File: config.mk
export PLATFORM = sky130hd
export DESIGN_NAME = spi_irq_aggregator
export DESIGN_NICKNAME = d
export VERILOG_FILES = /design/src/rtl/spi_irq_pkg.sv /design/src/rtl/irq_ctrl_regs.sv /design/src/rtl/irq_status_reg.sv /design/src/rtl/irq_mask_out.sv /design/src/rtl/spi_irq_aggregator.sv
export SDC_FILE = /design/constraint.sdc
export NUM_CORES = 1
export LEC_CHECK = 0
export BUFFER_PORTS_ARGS = -buffer_cell sky130_fd_sc_hd__buf_2
export CAP_MARGIN = 0
export CORE_MARGIN = 2
export CORE_UTILIZATION = 35
export CTS_CLUSTER_DIAMETER = 80
export DETAILED_ROUTE_END_ITERATION = 10
export GPL_ROUTABILITY_DRIVEN = 0
export PLACE_DENSITY_LB_ADDON = 0.1
export SLEW_MARGIN = 15
export SYNTH_ARGS = -nofsm -noshare
export SYNTH_HDL_FRONTEND = slang
export SYNTH_SLANG_ARGS = --single-unit
File: constraint.sdc
create_clock -name clk_i -period 3.3 [get_ports clk_i]
set_input_delay 0.165 -clock clk_i [delete_from_list [all_inputs] [get_ports clk_i]]
set_output_delay 0.165 -clock clk_i [all_outputs]
set_load 0.005 [all_outputs]
File: src/rtl/spi_irq_pkg.sv
package spi_irq_pkg;
  localparam int STAT_W      = 17;
  localparam logic [STAT_W-1:0] IMPL_MASK = 17'h1777F;
  localparam int TEST_W      = 12;
  localparam int MODE_W      = 4;
  localparam logic [MODE_W-1:0] MODE_RST = 4'h4;
  localparam int SYSTEST_BIT = 3;
  localparam int STROBE_BIT  = 11;
  localparam int CH_STRIDE   = 4;
  localparam int TX_OFS      = 0;
  localparam int RX_OFS      = 2;
endpackage

File: src/rtl/irq_ctrl_regs.sv
module irq_ctrl_regs
  import spi_irq_pkg::*;
(
  input  logic              clk_i,
  input  logic              rst_ni,
  input  logic [TEST_W-1:0] wdata_i,
  input  logic              test_we_i,
  input  logic              mode_we_i,
  output logic [TEST_W-1:0] test_o,
  output logic [MODE_W-1:0] mode_o,
  output logic              force_o,
  output logic              clr_block_o
);
  logic [TEST_W-1:0] test_q;
  logic [MODE_W-1:0] mode_q;

  always_ff @(posedge clk_i or negedge rst_ni) begin
    if (!rst_ni) begin
      test_q <= '0;
      mode_q <= MODE_RST;
    end else begin
      if (test_we_i) test_q <= wdata_i;
      if (mode_we_i) mode_q <= wdata_i[MODE_W-1:0];
    end
  end

  // force is evaluated against the other register's value before this write
  always_comb begin
    force_o = (test_we_i && mode_q[SYSTEST_BIT] && wdata_i[STROBE_BIT]) ||
              (mode_we_i && wdata_i[SYSTEST_BIT] && test_q[STROBE_BIT]);
  end

  assign clr_block_o = mode_q[SYSTEST_BIT] && test_q[STROBE_BIT];
  assign test_o      = test_q;
  assign mode_o      = mode_q;

  assert_mode_store_R8: assert property (@(posedge clk_i) disable iff (!rst_ni)
    mode_we_i |=> (mode_o == $past(wdata_i[MODE_W-1:0])));
  assert_test_store_R8: assert property (@(posedge clk_i) disable iff (!rst_ni)
    test_we_i |=> (test_o == $past(wdata_i)));
endmodule

File: src/rtl/irq_status_reg.sv
module irq_status_reg
  import spi_irq_pkg::*;
(
  input  logic              clk_i,
  input  logic              rst_ni,
  input  logic [STAT_W-1:0] evt_vec_i,
  input  logic              force_i,
  input  logic              clr_we_i,
  input  logic [STAT_W-1:0] clr_data_i,
  input  logic              clr_block_i,
  output logic [STAT_W-1:0] status_o
);
  logic [STAT_W-1:0] status_q;

  for (genvar i = 0; i < STAT_W; i++) begin : g_bit
    if (IMPL_MASK[i]) begin : g_impl
      always_ff @(posedge clk_i or negedge rst_ni) begin
        if (!rst_ni)                                          status_q[i] <= 1'b0;
        else if (evt_vec_i[i] || force_i)                     status_q[i] <= 1'b1;
        else if (clr_we_i && clr_data_i[i] && !clr_block_i)   status_q[i] <= 1'b0;
      end
    end else begin : g_none
      assign status_q[i] = 1'b0;
    end
  end

  assign status_o = status_q;

  assert_evt_sets_R2: assert property (@(posedge clk_i) disable iff (!rst_ni)
    (evt_vec_i != '0) |=> ((status_q & $past(evt_vec_i)) == $past(evt_vec_i)));
  assert_clear_R3: assert property (@(posedge clk_i) disable iff (!rst_ni)
    (clr_we_i && !clr_block_i && !force_i) |=>
      ((status_q & $past(clr_data_i & ~evt_vec_i)) == '0));
  assert_clear_blocked_R4: assert property (@(posedge clk_i) disable iff (!rst_ni)
    clr_block_i |=> ((status_q & $past(status_q)) == $past(status_q)));
  assert_force_all_R6: assert property (@(posedge clk_i) disable iff (!rst_ni)
    force_i |=> (status_q == IMPL_MASK));
endmodule

File: src/rtl/irq_mask_out.sv
module irq_mask_out
  import spi_irq_pkg::*;
(
  input  logic              clk_i,
  input  logic              rst_ni,
  input  logic              en_we_i,
  input  logic [STAT_W-1:0] wdata_i,
  input  logic [STAT_W-1:0] status_i,
  output logic [STAT_W-1:0] enable_o,
  output logic              irq_o
);
  logic [STAT_W-1:0] en_q;

  always_ff @(posedge clk_i or negedge rst_ni) begin
    if (!rst_ni)      en_q <= '0;
    else if (en_we_i) en_q <= wdata_i & IMPL_MASK;
  end

  assign enable_o = en_q;
  assign irq_o    = |(status_i & en_q);

  assert_enable_mask_R5: assert property (@(posedge clk_i) disable iff (!rst_ni)
    en_we_i |=> (enable_o == ($past(wdata_i) & IMPL_MASK)));
endmodule

File: src/rtl/spi_irq_aggregator.sv
module spi_irq_aggregator
  import spi_irq_pkg::*;
#(
  parameter int NUM_CH = 4
) (
  input  logic              clk_i,
  input  logic              rst_ni,
  input  logic [NUM_CH-1:0] tx_empty_evt_i,
  input  logic [NUM_CH-1:0] rx_full_evt_i,
  input  logic [STAT_W-1:0] wdata_i,
  input  logic              stat_we_i,
  input  logic              en_we_i,
  input  logic              test_we_i,
  input  logic              mode_we_i,
  output logic [STAT_W-1:0] status_o,
  output logic [STAT_W-1:0] enable_o,
  output logic [TEST_W-1:0] test_o,
  output logic [MODE_W-1:0] mode_o,
  output logic              irq_o
);
  logic [STAT_W-1:0] evt_vec;
  logic              force_all;
  logic              clr_block;

  always_comb begin
    evt_vec = '0;
    for (int n = 0; n < NUM_CH; n++) begin
      evt_vec[CH_STRIDE*n + TX_OFS] = tx_empty_evt_i[n];
      evt_vec[CH_STRIDE*n + RX_OFS] = rx_full_evt_i[n];
    end
  end

  irq_ctrl_regs u_ctrl (
    .clk_i       (clk_i),
    .rst_ni      (rst_ni),
    .wdata_i     (wdata_i[TEST_W-1:0]),
    .test_we_i   (test_we_i),
    .mode_we_i   (mode_we_i),
    .test_o      (test_o),
    .mode_o      (mode_o),
    .force_o     (force_all),
    .clr_block_o (clr_block)
  );

  irq_status_reg u_status (
    .clk_i       (clk_i),
    .rst_ni      (rst_ni),
    .evt_vec_i   (evt_vec),
    .force_i     (force_all),
    .clr_we_i    (stat_we_i),
    .clr_data_i  (wdata_i),
    .clr_block_i (clr_block),
    .status_o    (status_o)
  );

  irq_mask_out u_mask (
    .clk_i    (clk_i),
    .rst_ni   (rst_ni),
    .en_we_i  (en_we_i),
    .wdata_i  (wdata_i),
    .status_i (status_o),
    .enable_o (enable_o),
    .irq_o    (irq_o)
  );

  assert_event_wins_R9: assert property (@(posedge clk_i) disable iff (!rst_ni)
    (tx_empty_evt_i[0] && stat_we_i) |=> status_o[TX_OFS]);
endmodule

==> flow_metrics.env <==
export IMPL_via_per_inst=4.79
export IMPL_synth_area_leaders="dfrtp_1 (61%), mux2_1 (16%), a211o_1 (3.9%)"
export IMPL_grt_max_degree=45
export IMPL_syn2layout_area_growth_pct=27.7
export IMPL_synth_ff_type="dfrtp_1"
export IMPL_first_global_vias=1295
export IMPL_critPathMaxFanout=3
export IMPL_max_cap_violations=0
export IMPL_clock_skew_ps=5.76
export IMPL_drt_pass1_iter_count=4
export IMPL_diodes=0
export IMPL_pwr_share_seq_pct=54.6
export IMPL_cts_resized_gates=0
export IMPL_r2r_start="u_ctrl.test_o[11]"
export IMPL_num_rows=25
export IMPL_ir_drop_mv=0.254
export IMPL_combPwrFrac_pct=16.1
export IMPL_totalWireLength_um=4030
export IMPL_grt_total_usage_pct=15.6
export IMPL_cts_buffers=5
export IMPL_clkSlewWorstSetupHoldPaths_ps=70
export IMPL_die_h_um=75.2
export IMPL_pwr_share_clk_pct=29.3
export IMPL_synth_top_family_by_area="multiplexers"
export IMPL_rr_worst_depth=3
export IMPL_dpl_hpwl_um=2920
export IMPL_synth_avg_cell_area_sq_um=14.1
export IMPL_p_switching_uw=301
export IMPL_yosys_area_top_type="dfrtp_1"
export IMPL_grt_pass1_wl_um=6390
export IMPL_grt_overflow_total=0
export IMPL_critPathKind="reg2out"
export IMPL_synth_compound_area_share_pct=10.2
export IMPL_rsz0062_at_grt="no"
export IMPL_fin_area_sq_mm=0.00227
export IMPL_drive_above_1_share_pct=42.4
export IMPL_synth_top_cell_area_share_pct=60.6
export IMPL_root_buffer="clkbuf_8"
export IMPL_synth_area_mux_share_pct=19.0
export IMPL_post_cts_buffers=0
export IMPL_ctsHoldBuffers=0
export IMPL_p_sw_share_pct=25.8
export IMPL_drv_slew=0
export IMPL_synthXorXnorAreaFrac_pct=0
export IMPL_core_sq_mm=0.00482
export IMPL_synth_cell_types=18
export IMPL_tritoncts="yes"
export IMPL_die_area_sq_mm=0.00566
export IMPL_critPathArrivalTime_ps=1490
export IMPL_initial_core_util_pct=36.9
export IMPL_p_int_uw=866
export IMPL_critPathRequiredTime_ps=3130
export IMPL_hold_ws_ps=29.2
export IMPL_startpoint_type="flop"
export IMPL_tns_ps=0
export IMPL_status="finished clean"
export IMPL_synth_cells=126
export IMPL_synth_edff_count=0
export IMPL_setup_viol=0
export IMPL_numClockSinks=44
export IMPL_postPlaceCellArea_sq_mm=0.00218
export IMPL_ioPinCount=82
export IMPL_rrSetupSlack_ps=1730
export IMPL_drt_iter0_drc=56
export IMPL_htreeDepth=2
export IMPL_ant_nets=0
export IMPL_nets=233
export IMPL_hp_class="in2async"
export IMPL_drcViolationCount=0
export IMPL_synth_yosys_warnings=0
export IMPL_rr_endpoint="u_status.status_o[8]"
export IMPL_power_leakage_nw=1.07
export IMPL_hold_viol_final=0
export IMPL_clock_latency_ps=290
export IMPL_crit_path_end_kind="output port"
export IMPL_dpl_cell_count=262
export IMPL_worst_pin_slew_ps=974
export IMPL_portBuffers=74
export IMPL_netlist_area_sq_mm=0.00178
export IMPL_yosysMostFrequentCell="dfrtp_1"
export IMPL_vias=1293
export IMPL_crit_end="irq_o"
export IMPL_p_total_mw=1.17
export IMPL_crit_path_start="u_status.status_o[8]"
export IMPL_async_flop_share_pct=100
export IMPL_wl_per_cell_um=14.9
export IMPL_yosysSeqAreaShare_pct=62.1
export IMPL_max_clock_freq_mhz=606
export IMPL_antenna_found_initial=0
export IMPL_clockBufferDepth=2
export IMPL_ys_ff_latch=44
export IMPL_synth_adder_area_share_pct=0
export IMPL_max_slew_margin_rel_pct=35.1
export IMPL_stdcell_count=270
export IMPL_min_period_ps=1650
export IMPL_chipWidth_um=75.2
export IMPL_finalCritPeriodShare_pct=50.0
export IMPL_synth_common_cells="dfrtp_1 (43), mux2_1 (26), nand2_1 (15)"
export IMPL_p_per_area_mw_per_mm2=515
export IMPL_yosys_area_share_simple_pct=4.44
## how the worst min path moves through the flow
stage,end,slack (ps),from,cells past startpoint
2_1_floorplan,u_ctrl.mode_o[0],-130,rst_ni,0
3_3_place_gp,u_ctrl.test_o[7],350,rst_ni,1
3_5_place_dp,u_status.status_o[14],350,rx_full_evt_i[3],2
4_1_cts,u_status.status_o[14],40,rx_full_evt_i[3],2
5_1_grt,u_status.status_o[14],40,rx_full_evt_i[3],2
6_report,u_mask.enable_o[8],30,rst_ni,1
## cell type report
cell class                      instances  area [sq um]
Timing Repair Buffer                   74           370
Tap cell                               67          83.8
Sequential cell                        44          1100
Fill cell                             469          2550
Clock buffer                            8          90.1
Multi-Input combinational cell         77           621
## registers in the layout, indices dropped and copies added (netlist names)
name	flops
u_ctrl.mode_o	4
u_ctrl.test_o	12
u_mask.enable_o	14
u_status.status_o	14
## cell usage in the layout, fill, tap and decap left out, types with 4 or more instances in the layout
| master | netlist | final |
|---|---|---|
| buf_2 | 3 | 74 |
| mux2_1 | 26 | 26 |
| dfrtp_1 | 43 | 43 |
| mux2_2 | 4 | 4 |
| nand2_1 | 15 | 15 |
| clkbuf_8 | 0 | 6 |
| a211o_1 | 8 | 8 |
| a21o_1 | 6 | 6 |
| a22oi_1 | 5 | 5 |
| conb_1 | 1 | 6 |
## routing by layer
layer / vias to the layer above / wire (um) / track usage, %
met5: - / 0 / 0
met2: 55 / 2020 / 25.0
met4: 0 / 60 / 5.26
met1: 639 / 1640 / 19.9
li1: 593 / - / -
met3: 6 / 310 / 5.49
## power groups by stage
stage / Clock, mW / Combinational [mW] / Sequential (mW)
global route: 0.379 / 0.213 / 0.646
floorplan: 0 / 0.0822 / 0.649
CTS: 0.353 / 0.194 / 0.637
global placement: 0 / 0.188 / 0.645
detailed placement: 0 / 0.193 / 0.648
finish: 0.341 / 0.188 / 0.637
## through the flow
stage,setup slack [ps],util [%]
3_3_place_gp,1740,45.2
6_report,1650,47.1
5_1_grt,1460,47.1
3_5_place_dp,1700,45.2
4_1_cts,1600,47.1
2_1_floorplan,2080,-
## critical path, cell delays in order (launching register included)
cell      delay (ps)
dfrtp_1          400
a22o_1           250
a221oi_1         280
nand4_1          130
buf_2            140
## logic make-up after synthesis
family                 count (synthesis)
flip-flops                            44
multiplexers                          30
AO/OA/AOI/OAI                         22
AND/OR/NAND/NOR                       19
buffers and inverters                 10
other                                  1
(Power assumes the default switching activity.)
